--- config.mk ---
export PLATFORM = sky130hd
export DESIGN_NAME = uart_irq_ctrl
export DESIGN_NICKNAME = d
export VERILOG_FILES = /design/src/rtl/uart_irq_pkg.sv /design/src/rtl/uart_irq_enreg.sv /design/src/rtl/uart_irq_line.sv /design/src/rtl/uart_irq_modem.sv /design/src/rtl/uart_irq_arb.sv /design/src/rtl/uart_irq_ctrl.sv
export SDC_FILE = /design/constraint.sdc
export NUM_CORES = 1
export LEC_CHECK = 0
export ABC_AREA = 0
export BUFFER_PORTS_ARGS = -buffer_cell sky130_fd_sc_hd__buf_2
export CORE_ASPECT_RATIO = 0.9
export CORE_MARGIN = 5
export CORE_UTILIZATION = 46
export DETAILED_ROUTE_END_ITERATION = 12
export PLACE_DENSITY = 0.81
export SYNTH_ARGS = -nofsm -noshare
export SYNTH_HDL_FRONTEND = slang
export SYNTH_SLANG_ARGS = --single-unit
--- constraint.sdc ---
create_clock -name clk -period 3 [get_ports clk]
set_clock_uncertainty 0.2 [all_clocks]
set_input_delay 0.6 -clock clk [delete_from_list [all_inputs] [get_ports clk]]
set_output_delay 0.6 -clock clk [all_outputs]
set_load 0.02 [all_outputs]
--- src/rtl/uart_irq_pkg.sv ---
package uart_irq_pkg;

    typedef enum logic [2:0] {
        SRC_NONE   = 3'd0,
        SRC_LINE   = 3'd1,
        SRC_RXD    = 3'd2,
        SRC_TXDONE = 3'd3,
        SRC_TXE    = 3'd4,
        SRC_MODEM  = 3'd5
    } src_e;

    localparam int EN_RXD    = 0;
    localparam int EN_TXE    = 1;
    localparam int EN_LINE   = 2;
    localparam int EN_MODEM  = 3;
    localparam int EN_TXDONE = 4;
    localparam int EN_USED   = 5;

    typedef struct packed {
        logic line;
        logic rxd;
        logic txdone;
        logic txe;
        logic modem;
    } pend_t;

endpackage

--- src/rtl/uart_irq_enreg.sv ---
module uart_irq_enreg #(
    parameter int REG_W  = 8,
    parameter int USED_W = 5
) (
    input  logic              clk,
    input  logic              rst_n,
    input  logic              wr_i,
    input  logic [REG_W-1:0]  wdata_i,
    output logic [USED_W-1:0] en_o,
    output logic [REG_W-1:0]  rdata_o
);
    localparam int RSVD_W = REG_W - USED_W;

    logic [USED_W-1:0] en_q;

    always_ff @(posedge clk or negedge rst_n) begin
        if (!rst_n)    en_q <= '0;
        else if (wr_i) en_q <= wdata_i[USED_W-1:0];
    end

    assign en_o    = en_q;
    assign rdata_o = {{RSVD_W{1'b0}}, en_q};

    // written value readable on the next cycle
    p_wr_readback_r2: assert property (@(posedge clk) disable iff (!rst_n)
        wr_i |=> rdata_o[USED_W-1:0] == $past(wdata_i[USED_W-1:0]));

endmodule

--- src/rtl/uart_irq_line.sv ---
module uart_irq_line #(
    parameter int W = 4
) (
    input  logic         clk,
    input  logic         rst_n,
    input  logic [W-1:0] err_i,
    input  logic         clr_i,
    output logic [W-1:0] flags_o
);
    logic [W-1:0] flags_q;

    always_ff @(posedge clk or negedge rst_n) begin
        if (!rst_n) flags_q <= '0;
        else        flags_q <= (clr_i ? '0 : flags_q) | err_i;
    end

    assign flags_o = flags_q;

    // flags are sticky without a read
    p_line_hold_r6: assert property (@(posedge clk) disable iff (!rst_n)
        !clr_i |=> (flags_q & $past(flags_q)) == $past(flags_q));
    // a read with no new error empties the flags
    p_line_clr_r6: assert property (@(posedge clk) disable iff (!rst_n)
        (clr_i && err_i == '0) |=> flags_q == '0);

endmodule

--- src/rtl/uart_irq_modem.sv ---
module uart_irq_modem #(
    parameter int W      = 4,
    parameter int STAGES = 2
) (
    input  logic         clk,
    input  logic         rst_n,
    input  logic [W-1:0] pins_i,
    input  logic         rd_i,
    output logic [W-1:0] delta_o
);
    logic [STAGES-1:0][W-1:0] stg_q;
    logic [W-1:0]             last_q;
    logic [W-1:0]             change_c;
    logic [W-1:0]             delta_q;

    always_ff @(posedge clk or negedge rst_n) begin
        if (!rst_n) begin
            stg_q  <= '0;
            last_q <= '0;
        end else begin
            stg_q  <= {stg_q[STAGES-2:0], pins_i};
            last_q <= stg_q[STAGES-1];
        end
    end

    assign change_c = stg_q[STAGES-1] ^ last_q;

    for (genvar b = 0; b < W; b++) begin : g_delta
        always_ff @(posedge clk or negedge rst_n) begin
            if (!rst_n) delta_q[b] <= 1'b0;
            else        delta_q[b] <= (delta_q[b] & ~rd_i) | change_c[b];
        end
    end

    assign delta_o = delta_q;

    // read with no fresh edge clears all change flags
    p_modem_clr_r7: assert property (@(posedge clk) disable iff (!rst_n)
        (rd_i && change_c == '0) |=> delta_q == '0);
    // flags stay set until read
    p_modem_hold_r7: assert property (@(posedge clk) disable iff (!rst_n)
        !rd_i |=> (delta_q & $past(delta_q)) == $past(delta_q));

endmodule

--- src/rtl/uart_irq_arb.sv ---
module uart_irq_arb
    import uart_irq_pkg::*;
(
    input  logic  clk,
    input  logic  rst_n,
    input  pend_t pend_i,
    output logic  irq_o,
    output src_e  src_o
);
    src_e state_q, state_d;

    always_comb begin
        if      (pend_i.line)   state_d = SRC_LINE;
        else if (pend_i.rxd)    state_d = SRC_RXD;
        else if (pend_i.txdone) state_d = SRC_TXDONE;
        else if (pend_i.txe)    state_d = SRC_TXE;
        else if (pend_i.modem)  state_d = SRC_MODEM;
        else                    state_d = SRC_NONE;
    end

    always_ff @(posedge clk or negedge rst_n) begin
        if (!rst_n) state_q <= SRC_NONE;
        else        state_q <= state_d;
    end

    always_comb begin
        src_o = state_q;
        unique case (state_q)
            SRC_NONE:   irq_o = 1'b0;
            SRC_LINE,
            SRC_RXD,
            SRC_TXDONE,
            SRC_TXE,
            SRC_MODEM:  irq_o = 1'b1;
            default:    irq_o = 1'b0;
        endcase
    end

    // request follows pending sources one cycle later
    p_irq_set_r9: assert property (@(posedge clk) disable iff (!rst_n)
        (pend_i != '0) |=> irq_o);
    p_irq_drop_r9: assert property (@(posedge clk) disable iff (!rst_n)
        (pend_i == '0) |=> !irq_o);
    // line status beats every other source
    p_prio_line_r10: assert property (@(posedge clk) disable iff (!rst_n)
        pend_i.line |=> src_o == SRC_LINE);

endmodule

--- src/rtl/uart_irq_ctrl.sv ---
module uart_irq_ctrl
    import uart_irq_pkg::*;
#(
    parameter int REG_W     = 8,
    parameter int RX_LVL_W  = 5,
    parameter int ERR_W     = 4,
    parameter int MODEM_W   = 4,
    parameter int SYNC_STGS = 2
) (
    input  logic                clk,
    input  logic                rst_n,
    input  logic                reg_wr_i,
    input  logic [REG_W-1:0]    reg_wdata_i,
    output logic [REG_W-1:0]    reg_rdata_o,
    input  logic [RX_LVL_W-1:0] rx_level_i,
    input  logic                rx_timeout_i,
    input  logic [ERR_W-1:0]    line_err_i,
    input  logic                line_rd_i,
    input  logic                tx_fifo_empty_i,
    input  logic                tx_shift_empty_i,
    input  logic [MODEM_W-1:0]  modem_i,
    input  logic                modem_rd_i,
    output logic [ERR_W-1:0]    line_flags_o,
    output logic [MODEM_W-1:0]  modem_delta_o,
    output logic                irq_o,
    output logic [2:0]          src_id_o
);
    logic [EN_USED-1:0] en;
    pend_t              pend;
    src_e               src;

    uart_irq_enreg #(.REG_W(REG_W), .USED_W(EN_USED)) u_enreg (
        .clk(clk), .rst_n(rst_n), .wr_i(reg_wr_i), .wdata_i(reg_wdata_i),
        .en_o(en), .rdata_o(reg_rdata_o));

    uart_irq_line #(.W(ERR_W)) u_line (
        .clk(clk), .rst_n(rst_n), .err_i(line_err_i), .clr_i(line_rd_i),
        .flags_o(line_flags_o));

    uart_irq_modem #(.W(MODEM_W), .STAGES(SYNC_STGS)) u_modem (
        .clk(clk), .rst_n(rst_n), .pins_i(modem_i), .rd_i(modem_rd_i),
        .delta_o(modem_delta_o));

    always_comb begin
        pend.line   = en[EN_LINE]   & (|line_flags_o);
        pend.rxd    = en[EN_RXD]    & ((rx_level_i != '0) | rx_timeout_i);
        pend.txdone = en[EN_TXDONE] & tx_fifo_empty_i & tx_shift_empty_i;
        pend.txe    = en[EN_TXE]    & tx_fifo_empty_i;
        pend.modem  = en[EN_MODEM]  & (|modem_delta_o);
    end

    uart_irq_arb u_arb (
        .clk(clk), .rst_n(rst_n), .pend_i(pend), .irq_o(irq_o), .src_o(src));

    assign src_id_o = src;

    // completion code only after both transmit stages were empty
    p_txdone_both_r8: assert property (@(posedge clk) disable iff (!rst_n)
        (src_id_o == 3'(SRC_TXDONE)) |->
            $past(tx_fifo_empty_i && tx_shift_empty_i && en[EN_TXDONE]));

endmodule

# After elaboration in Yosys (flattened, before gate mapping)
# Cells that the tools add are included.
# totals
n_memories	0
latch_bits	0
reg_bits	28
mem_bits_ro	0
mem_bits_rw	0
# op_classes
addsub	0
n_mul	0
muxes	7
eq_ne	5
div	0
n_lt_le_gt_ge	0
reduce_logical	4
n_bitwise	18
n_shift	0
# ops
operator	n
$mux W3	5
$and A1 B1 Y1	10
$reduce_or A4 Y1	2
$eq A3 B2 Y1 const B	2
$eq A3 B3 Y1 const B	2
$or A1 B1 Y1	5
$reduce_bool A5 Y1	1
$reduce_or A5 Y1	1
$mux W4	1
$or A4 B4 Y4	1
$xor A4 B4 Y4	1
$eq A3 B1 Y1 const B	1
$mux W1	1
$not A1 Y1	1

# Longest topological paths before layout
# Gate-level depths: netlist of run 1.
# depth
depth_word	7
ltp_mapped	3
depth_no_buf	3

# Modules after synthesis
# A second synthesis of run 1 with hierarchy kept.
# unflattened
hier_cells	74
hier_area_um2	1023.5
# modules_own_cells
mod	seq_area_each_um2	instances	cells_per_inst	area_per_inst_um2
uart_irq_modem	400.4	1	28	470.5
uart_irq_enreg	125.1	1	19	245.2
uart_irq_line	100.1	1	9	133.9
uart_irq_arb	75.1	1	12	122.6
uart_irq_ctrl	0.0	1	6	51.3

# Worst setup path after synthesis of run 1
# OpenSTA, ideal clock, no wires.
# synth_timing
kind	input-to-reg
from	input port rx_level_i[1]
to	register u_arb.state_q[2] (netlist: u_arb.src_o[2])
setup_slack_ns	1.050
arrival_ns	1.639
setup_ns	0.111
stages	3
path_cell_list	or4_1 > o31a_1 > a2111oi_2
# synth_between
elab_chain_cells	5
# synth_lines
element	line_no	rtl
start: declaration	uart_irq_ctrl.sv:15	input logic [RX_LVL_W-1:0] rx_level_i,
$reduce_bool A5 Y1	uart_irq_ctrl.sv:46	pend.rxd = en[EN_RXD] & ((rx_level_i != '0) | rx_timeout_i);
$or A1 B1 Y1	uart_irq_ctrl.sv:46	
$and A1 B1 Y1	uart_irq_ctrl.sv:46	
$mux W3	uart_irq_arb.sv:14	else if (pend_i.rxd) state_d = SRC_RXD;
$mux W3	uart_irq_arb.sv:13	if (pend_i.line) state_d = SRC_LINE;
net u_arb.state_d[2]	uart_irq_arb.sv:10	src_e state_q, state_d;
end signal: assignment	uart_irq_arb.sv:23	else state_q <= state_d;
end: declaration	uart_irq_arb.sv:10	
# The timed path passes the listed nets, and every way through them passes these cells.
# A chain may end at the register's enable or synchronous reset.

# Worst setup path after layout of run 1
# layout_timing
from	register u_arb.state_q[2] (netlist: u_arb.src_o[2])
to	output port irq_o
# layout_between
elab_chain_cells	3
word_cells_on_any_way	7
# layout_lines
element	line_no	rtl
$eq A3 B1 Y1, or another cell as far along	uart_irq_arb.sv:28	unique case (state_q)
$reduce_or A5 Y1 (*)	uart_irq_arb.sv:28	
$mux W1 (*)	uart_irq_arb.sv:28	
end: declaration	uart_irq_ctrl.sv:25	output logic irq_o,
# Mark *: on every way between the ends. The rest lies on a longest branch, timed or not.

==> results_dict.tcl, run 1 <==
set metrics [dict create \
    first_iter_violations 9 \
    drv_cap 0 \
    grt_max_degree 29 \
    grt.total_usage 0.1369 \
    p_comb_frac 0.154 \
    cts_inserted_buffers 3 \
    critPathRequiredTime_ns 2.20 \
    fp.dieW_um 58.77 \
    dr.pass1.iters 4 \
    ys_ff_latch 28 \
    slew_viol_final 0 \
    vias 654 \
    rr_startpoint "u_line.flags_o[2]" \
    pin_count 49 \
    netlist-cell-type-count 19 \
    post-cts-setup-buffer-count 0 \
    path_class "reg2out" \
    p_seq_frac 0.545 \
    power_switching_w 0.0001894 \
    layout-area-overhead-vs-synth_pct 28.34 \
    hp-class "in2async" \
    cts_hold_buf 0 \
    globalRoute.totalOverflow 0 \
    drive_above_1_share 0.4732 \
    critical_path.max_fanout 3 \
    powerDensity_nw_per_um2 617.9 \
    fmax_ghz 0.5247 \
    vdd.ir_drop.worst_v 0.0004273 \
    yosys-top-cells-area "dfrtp_1 (71%), mux2_2 (5.7%), xnor2_1 (3.6%)" \
    final-setup-viol-count 0 \
    post-synth-top-area-fraction 0.7116 \
    yosysSeqAreaShare 0.7116 \
    fill_cells 160 \
    clkPwrFrac 0.301 \
    cts_resized 0 \
    worst_slew_pin_slew_ns 0.5794 \
    core_area_um2 1971 \
    post-route-min-period_ns 1.906 \
    grt_pass1_wl_mm 3.146 \
    crit_chain "nor3_1, a21oi_1, buf_2" \
    final_cell_mix "buf_2 (42), dfrtp_1 (28), inv_1 (5), mux2_2 (5)" \
    tns_ns 0 \
    cts_root_buffer "clkbuf_4" \
    syn-instance-count 67 \
    synth_area_leader_cell "dfrtp_1" \
    cts_num_sinks 28 \
    critPathLaunch "u_arb.src_o[2]" \
    rsz0062_at_grt "false" \
    std_cell_rows 15 \
    insertion_delay_ns 0.32 \
    slowest_delay_ns 0.41 \
    crit_arrival_ns 1.11 \
    netlist_area_um2 984.7 \
    final_common_cell "buf_2" \
    ys_warn_count 0 \
    grt_pass1_vias 730 \
    clkTransAtPathRegs_ns 0.14 \
    nNetsFinal 142 \
    post-route-period-util 0.6352 \
    cts_tree "yes" \
    clockBufferDepth 2 \
    crit_buf_inv 1 \
    die_h_um 53.89 \
    wl_mm 1.843 \
    wl_per_cell_um 13.45 \
    insertedDiodeCount 0 \
    cp-end-kind "primary output" \
    hold_viol 0 \
    ctsHtreeMaxLevel 1 \
    p_sw_frac 0.2426 \
    dieArea_um2 3167 \
    finish.utilization 0.6413 \
    avgSynthCellArea_um2 14.70 \
    p_int_w 0.0005914 \
    cp-start-kind "flop" \
    antenna_left 0 \
    critPathSlowestCell "dfrtp_1" \
    p_leak_nw 0.6360 \
    initial_core_util 0.4997 \
    crit_family "flip-flops" \
    drc 0 \
    place_hpwl_mm 1.509 \
    globalplace.congestion 0.7065 \
    status "finished, final reports clean" \
    via_per_inst 4.774 \
    timing.slew.headroom 0.6137 \
    antenna_found_initial 0 \
    io_buffers 42 \
]
-- logic make-up after synthesis --
kind of cell    count (synthesis)  share of synthesized area
mux                             5                    0.05718
compound gates                 15                     0.1156
xor+xnor                        4                    0.03557
flops                          28                     0.7116
other cells                     1                   0.003808
simple gates                    6                    0.03431
buf+inv                         8                    0.04193
-- worst register-to-register path, cell delays in order (launching register included) --
cell	delay, ns
dfrtp_1	0.43
o41a_1	0.48
a2111oi_2	0.36
-- registers in the layout (all words and copies together), names as in the netlist --
name / count
u_enreg.en_o: 5
u_line.flags_o: 4
u_arb.src_o: 3
u_modem.stg_q: 8
u_modem.last_q: 4
u_modem.delta_o: 4
-- layer usage --
| layer | track usage | routed length (um) | up-vias |
|---|---|---|---|
| met5 | 0 | 0 | - |
| met4 | 0.05660 | 25 | 0 |
| met3 | 0.04317 | 214 | 4 |
| met2 | 0.2482 | 930 | 33 |
| met1 | 0.1486 | 673 | 302 |
| li1 | - | - | 315 |
-- cell usage after synthesis --
cell type  instances
conb_1             1
nor3_1             1
dfrtp_1           28
a2111oi_2          1
inv_1              5
mux2_2             5
a31oi_1            1
and3_1             1
o21ai_0            4
o41a_1             1
buf_4              3
o31a_1             1
o21bai_1           1
nand2_1            2
xnor2_1            4
o21ba_2            1
or4_1              2
a21oi_1            1
a21o_1             4
-- layout make-up --
cell class              count  area, um2  share of cell area
well taps                  25      31.28             0.02475
inverters                   5      18.77             0.01485
multi-input cells          33      250.2              0.1980
clock inverters             1      30.03             0.02376
repair buffers             42      210.2              0.1663
clock buffers               3      22.52             0.01782
flip-flops and latches     28      700.7              0.5545
-- final timing paths --
kind,endpoint,slack [ns],cells after the start
setup reg to reg,u_arb.src_o[2],1.42,2
hold / removal,u_modem.stg_q[2],0.05,1
max in group asynchronous,u_enreg.en_o[1],2.16,1
min in group clk,u_modem.stg_q[7],0.17,0
hold reg to reg,u_modem.stg_q[7],0.17,0
setup / recovery,irq_o,1.09,3
-- per-stage QoR --
| stage | hold slack, ns | power [W] | area, um2 | setup slack (ns) | std cells |
|---|---|---|---|---|---|
| floorplan | 0.1044 | 0.0005003 | 992.2 | 1.050 | 69 |
| finish | 0.05459 | 0.0007808 | 1264 | 1.094 | 137 |
| detailed placement | 0.1387 | 0.0005552 | 1211 | 0.8658 | 133 |
| CTS | 0.06908 | 0.0007895 | 1264 | 1.076 | 137 |
| global route | 0.08396 | 0.0008231 | 1264 | 0.9419 | 137 |
| global placement | 0.1310 | 0.0005485 | 1211 | 0.9119 | 133 |
-- power by group through the flow --
| stage | sequential (W) | clock (W) | combinational (W) |
|---|---|---|---|
| 3_5_place_dp | 0.000433 | 0 | 0.000122 |
| 4_1_cts | 0.000426 | 0.000241 | 0.000123 |
| 6_report | 0.000426 | 0.000235 | 0.000120 |
| 2_1_floorplan | 0.000458 | 0 | 0.0000427 |
| 3_3_place_gp | 0.000431 | 0 | 0.000118 |
| 5_1_grt | 0.000431 | 0.000260 | 0.000132 |
Power figures use the tool's default switching activity.
==> inputs of run 2 (changes only) <==
Settings changed: CORE_UTILIZATION 46 to 43, PLACE_DENSITY 0.81 to 0.77.
Clock period 3 ns to 1.9 ns, I/O delays scaled along.
==> results_dict.tcl, run 2 (synthesis results as in run 1) <==
set metrics [dict create \
    grt.total_usage 0.1130 \
    wl_mm 1.753 \
    dr.pass1.iters 4 \
    stdcell_count 144 \
    initial_core_util 0.4513 \
    cts_tree "yes" \
    drive_above_1_share 0.4530 \
    cts_hold_buf 5 \
    path_class "reg2out" \
    core_area_um2 2182 \
    timing.slew.headroom 0.6184 \
    critPathRequiredTime_ns 1.32 \
    hp-class "in2reg" \
    io_buffers 42 \
    wl_per_cell_um 12.17 \
    cts_root_buffer "clkbuf_4" \
    tns_ns 0 \
    final_cell_mix "buf_2 (42), dfrtp_1 (28), inv_1 (5), mux2_2 (5), dlygate4sd3_1 (5)" \
    cts_resized 0 \
    clockBufferDepth 2 \
    antenna_found_initial 0 \
    post-route-period-util 0.8903 \
    antenna_left 0 \
    p_leak_nw 0.6569 \
    cts_inserted_buffers 3 \
    via_per_inst 4.674 \
    powerDensity_nw_per_um2 940.0 \
    post-cts-setup-buffer-count 0 \
    cts_num_sinks 28 \
    hold_viol 0 \
    final_common_cell "buf_2" \
    slowest_delay_ns 0.41 \
    first_iter_violations 8 \
    crit_chain "nor3_1, a21oi_1, buf_2" \
    total_power_w 0.001237 \
    globalplace.congestion 0.7173 \
    pin_count 49 \
    globalRoute.totalOverflow 0 \
    p_sw_frac 0.2402 \
    rsz0062_at_grt "false" \
    p_int_w 0.0009402 \
    vias 673 \
    drv_cap 0 \
    std_cell_rows 16 \
    insertedDiodeCount 0 \
    nNetsFinal 147 \
    clkPwrFrac 0.300 \
    grt_pass1_wl_mm 2.939 \
    die_h_um 55.40 \
    p_comb_frac 0.158 \
    insertion_delay_ns 0.31 \
    post-route-min-period_ns 1.692 \
    p_seq_frac 0.543 \
    crit_arrival_ns 1.11 \
    ctsHtreeMaxLevel 1 \
    regMostFlops "u_modem.stg_q" \
    cp-end-kind "primary output" \
    crit_buf_inv 1 \
    finish.utilization 0.6032 \
    place_hpwl_mm 1.386 \
    worst_slew_pin_slew_ns 0.5724 \
    crit_family "flip-flops" \
    layout-area-overhead-vs-synth_pct 33.67 \
    drc 0 \
    fp.dieW_um 60.44 \
    critical_path.max_fanout 3 \
    largest_register_ffs 8 \
    vdd.ir_drop.worst_v 0.0007447 \
    critPathSlowestCell "dfrtp_1" \
    dpl.cell_count 135 \
    slew_viol_final 0 \
    grt_pass1_vias 699 \
    clkTransAtPathRegs_ns 0.14 \
    status "finished, final reports clean" \
    final-setup-viol-count 0 \
    cp-start-kind "flop" \
    dieArea_um2 3348 \
    fmax_ghz 0.5911 \
    grt_max_degree 29 \
    power_switching_w 0.0002971 \
]
==> run 2: power groups by stage <==
stage | clock (W) | sequential, W | combinational [W]
6_report | 0.000371 | 0.000672 | 0.000195
5_1_grt | 0.000397 | 0.000679 | 0.000215
4_1_cts | 0.000380 | 0.000672 | 0.000198
3_5_place_dp | 0 | 0.000684 | 0.000189
3_3_place_gp | 0 | 0.000681 | 0.000186
2_1_floorplan | 0 | 0.000723 | 0.0000674
==> run 2: worst paths after layout <==
check	from	endpoint	slack (ns)	cells after the start
worst max-delay path	u_arb.src_o[2]	irq_o	0.21	3
worst min-delay path	line_err_i[3]	u_line.flags_o[3]	0.04	2
worst max register to register	u_modem.delta_o[1]	u_arb.src_o[0]	0.36	3
worst min register to register	u_modem.stg_q[3]	u_modem.stg_q[7]	0.16	0
max in group asynchronous	rst_n	u_modem.last_q[1]	0.75	2
min in group asynchronous	rst_n	u_line.flags_o[3]	0.38	2
==> run 2: worst reg2reg max path: cells and delay by family, from the launching register on <==
| family | cells | cell delay (ns) |
|---|---|---|
| AO/OA/AOI/OAI | 2 | 0.27 |
| flip-flops | 1 | 0.42 |
| AND/OR/NAND/NOR | 1 | 0.56 |
==> run 2: area by class of cell <==
cell class                 count  area (um2)
multi-input combinational     33       250.2
sequential                    28       700.7
tap                           27       33.78
inverter                       5       18.77
timing repair buffer          47       260.3
clock inverter                 1       30.03
clock buffer                   3       22.52
fill                         178       865.8
==> run 2: per-stage QoR <==
stage | setup WS (ns) | hold WS [ns] | cell area, um2
floorplan | 0.1701 | -0.1156 | 992.2
global placement | 0.04772 | 0.1313 | 1214
detailed placement | 0.01293 | 0.1356 | 1214
CTS | 0.2012 | 0.03005 | 1316
global route | 0.08694 | 0.02179 | 1316
finish | 0.2084 | 0.03642 | 1316
==> run 2: routing by layer <==
metal  wire, um  vias up  GRT usage  part of all wire
li1           -      326          -                 -
met2        932       24     0.1944              0.53
met5          0        -          0                 0
met3        140        2    0.02564             0.080
met4         10        0    0.03406            0.0057
met1        669      321     0.1381              0.38
==> inputs of run 3 (changes only) <==
Settings changed: CORE_UTILIZATION 43 to 46, CTS_BUF_LIST from default to sky130_fd_sc_hd__clkbuf_4, CTS_CLUSTER_SIZE from default to 24, PLACE_DENSITY 0.77 to 0.81.
Clock period 1.9 ns to 2 ns, I/O delays scaled along.
==> results_dict.tcl, run 3 (synthesis results as in run 1) <==
set metrics [dict create \
    status "finished, final reports clean" \
    fp.dieW_um 58.77 \
    drc 0 \
    clkTransAtPathRegs_ns 0.14 \
    final_common_cell "buf_2" \
    insertion_delay_ns 0.31 \
    fmax_ghz 0.5808 \
    p_seq_frac 0.540 \
    initial_core_util 0.4997 \
    cts_tree "yes" \
    powerDensity_nw_per_um2 900.0 \
    antenna_left 0 \
    wl_per_cell_um 13.15 \
    drv_cap 0 \
    hp-class "in2reg" \
    dr.pass1.iters 4 \
    fin_ws_ns 0.2783 \
    tns_ns 0 \
    p_comb_frac 0.158 \
    grt_pass1_wl_mm 3.139 \
    hold_slack_ns 0.04890 \
    critical_path.max_fanout 3 \
    fill_cells 152 \
    final_cell_mix "buf_2 (42), dfrtp_1 (28), inv_1 (5), mux2_2 (5), dlygate4sd3_1 (5)" \
    timing.rr.end "u_arb.src_o[2]" \
    cts_root_buffer "clkbuf_4" \
    place_hpwl_mm 1.497 \
    pin_count 49 \
    critPathLaunch "u_arb.src_o[2]" \
    p_int_w 0.0008934 \
    io_buffers 42 \
    post-route-min-period_ns 1.722 \
    cts_resized 0 \
    grt_pass1_vias 741 \
    layout-area-overhead-vs-synth_pct 33.42 \
    final-setup-viol-count 0 \
    largest_register_ffs 8 \
    drive_above_1_share 0.4530 \
    ctsHtreeMaxLevel 1 \
    worst_slew_pin_slew_ns 0.5730 \
    dieArea_um2 3167 \
    cts_num_sinks 28 \
    insertedDiodeCount 0 \
    vdd.ir_drop.worst_v 0.0006873 \
    grt.total_usage 0.1342 \
    die_h_um 53.89 \
    cts_hold_buf 5 \
    vias 684 \
    path_class "reg2out" \
    rr_startpoint "u_line.flags_o[2]" \
    clkPwrFrac 0.302 \
    first_iter_violations 13 \
    cts_inserted_buffers 3 \
    finish.utilization 0.6667 \
    cp-start-kind "flop" \
    crit_arrival_ns 1.12 \
    std_cell_rows 15 \
    core_area_um2 1971 \
    min_from "line_err_i[0]" \
    crit_path_end "irq_o" \
    globalRoute.totalOverflow 0 \
    rsz0062_at_grt "false" \
    via_per_inst 4.817 \
    p_leak_nw 0.6569 \
    grt_max_degree 29 \
    p_sw_frac 0.2445 \
    antenna_found_initial 0 \
    post-cts-setup-buffer-count 0 \
    slew_viol_final 0 \
    wl_mm 1.868 \
    place_worst_setup_slack_ns 0.03393 \
    power_switching_w 0.0002891 \
    globalplace.congestion 0.7123 \
    regMostFlops "u_modem.stg_q" \
    clockBufferDepth 2 \
    timing.slew.headroom 0.6180 \
    rr_worst_depth 2 \
    post-route-period-util 0.8608 \
    cp-end-kind "primary output" \
    critPathRequiredTime_ns 1.40 \
    hold_viol 0 \
    rrSetupSlack_ns 0.41 \
    nNetsFinal 147 \
]
## run 3: metal layers
layer,track usage,vias up,share of wire
li1,-,326,-
met1,0.1466,323,0.36
met2,0.2390,31,0.51
met3,0.04077,4,0.12
met4,0.06415,0,0.013
met5,0,-,0
## run 3: metrics by stage
step           cell area, um2  std cells   power, W
6_report                 1314        142   0.001182
5_1_grt                  1314        142   0.001241
4_1_cts                  1314        142   0.001193
3_5_place_dp             1211        133  0.0008320
3_3_place_gp             1211        133  0.0008228
2_1_floorplan           992.2         69  0.0007505
## run 3: layout make-up
class	count	area (um2)	share of cell area
clock inverter	1	30.03	0.02286
sequential	28	700.7	0.5333
inverter	5	18.77	0.01429
tap	25	31.28	0.02381
timing repair buffer	47	260.3	0.1981
clock buffer	3	22.52	0.01714
multi-input combinational	33	250.2	0.1905
## run 3: critical path: stages (launching register included)
cell     delay [ns]
dfrtp_1        0.42
nor3_1         0.18
a21oi_1        0.05
buf_2          0.16
## run 3: power groups by stage
stage / clock (W) / sequential, W / combinational, W
2_1_floorplan: 0 / 0.000686 / 0.0000640
3_3_place_gp: 0 / 0.000646 / 0.000176
3_5_place_dp: 0 / 0.000651 / 0.000182
4_1_cts: 0.000365 / 0.000639 / 0.000189
5_1_grt: 0.000390 / 0.000646 / 0.000204
6_report: 0.000357 / 0.000639 / 0.000187
## run 3: worst min-delay path by stage
stage	cells past startpoint	end	slack [ns]
3_5_place_dp	0	u_modem.stg_q[5]	0.13
4_1_cts	2	u_line.flags_o[2]	0.04
3_3_place_gp	0	u_modem.stg_q[5]	0.13
6_report	2	u_line.flags_o[0]	0.05
5_1_grt	2	u_line.flags_o[2]	0.03
2_1_floorplan	0	u_arb.src_o[0]	-0.1
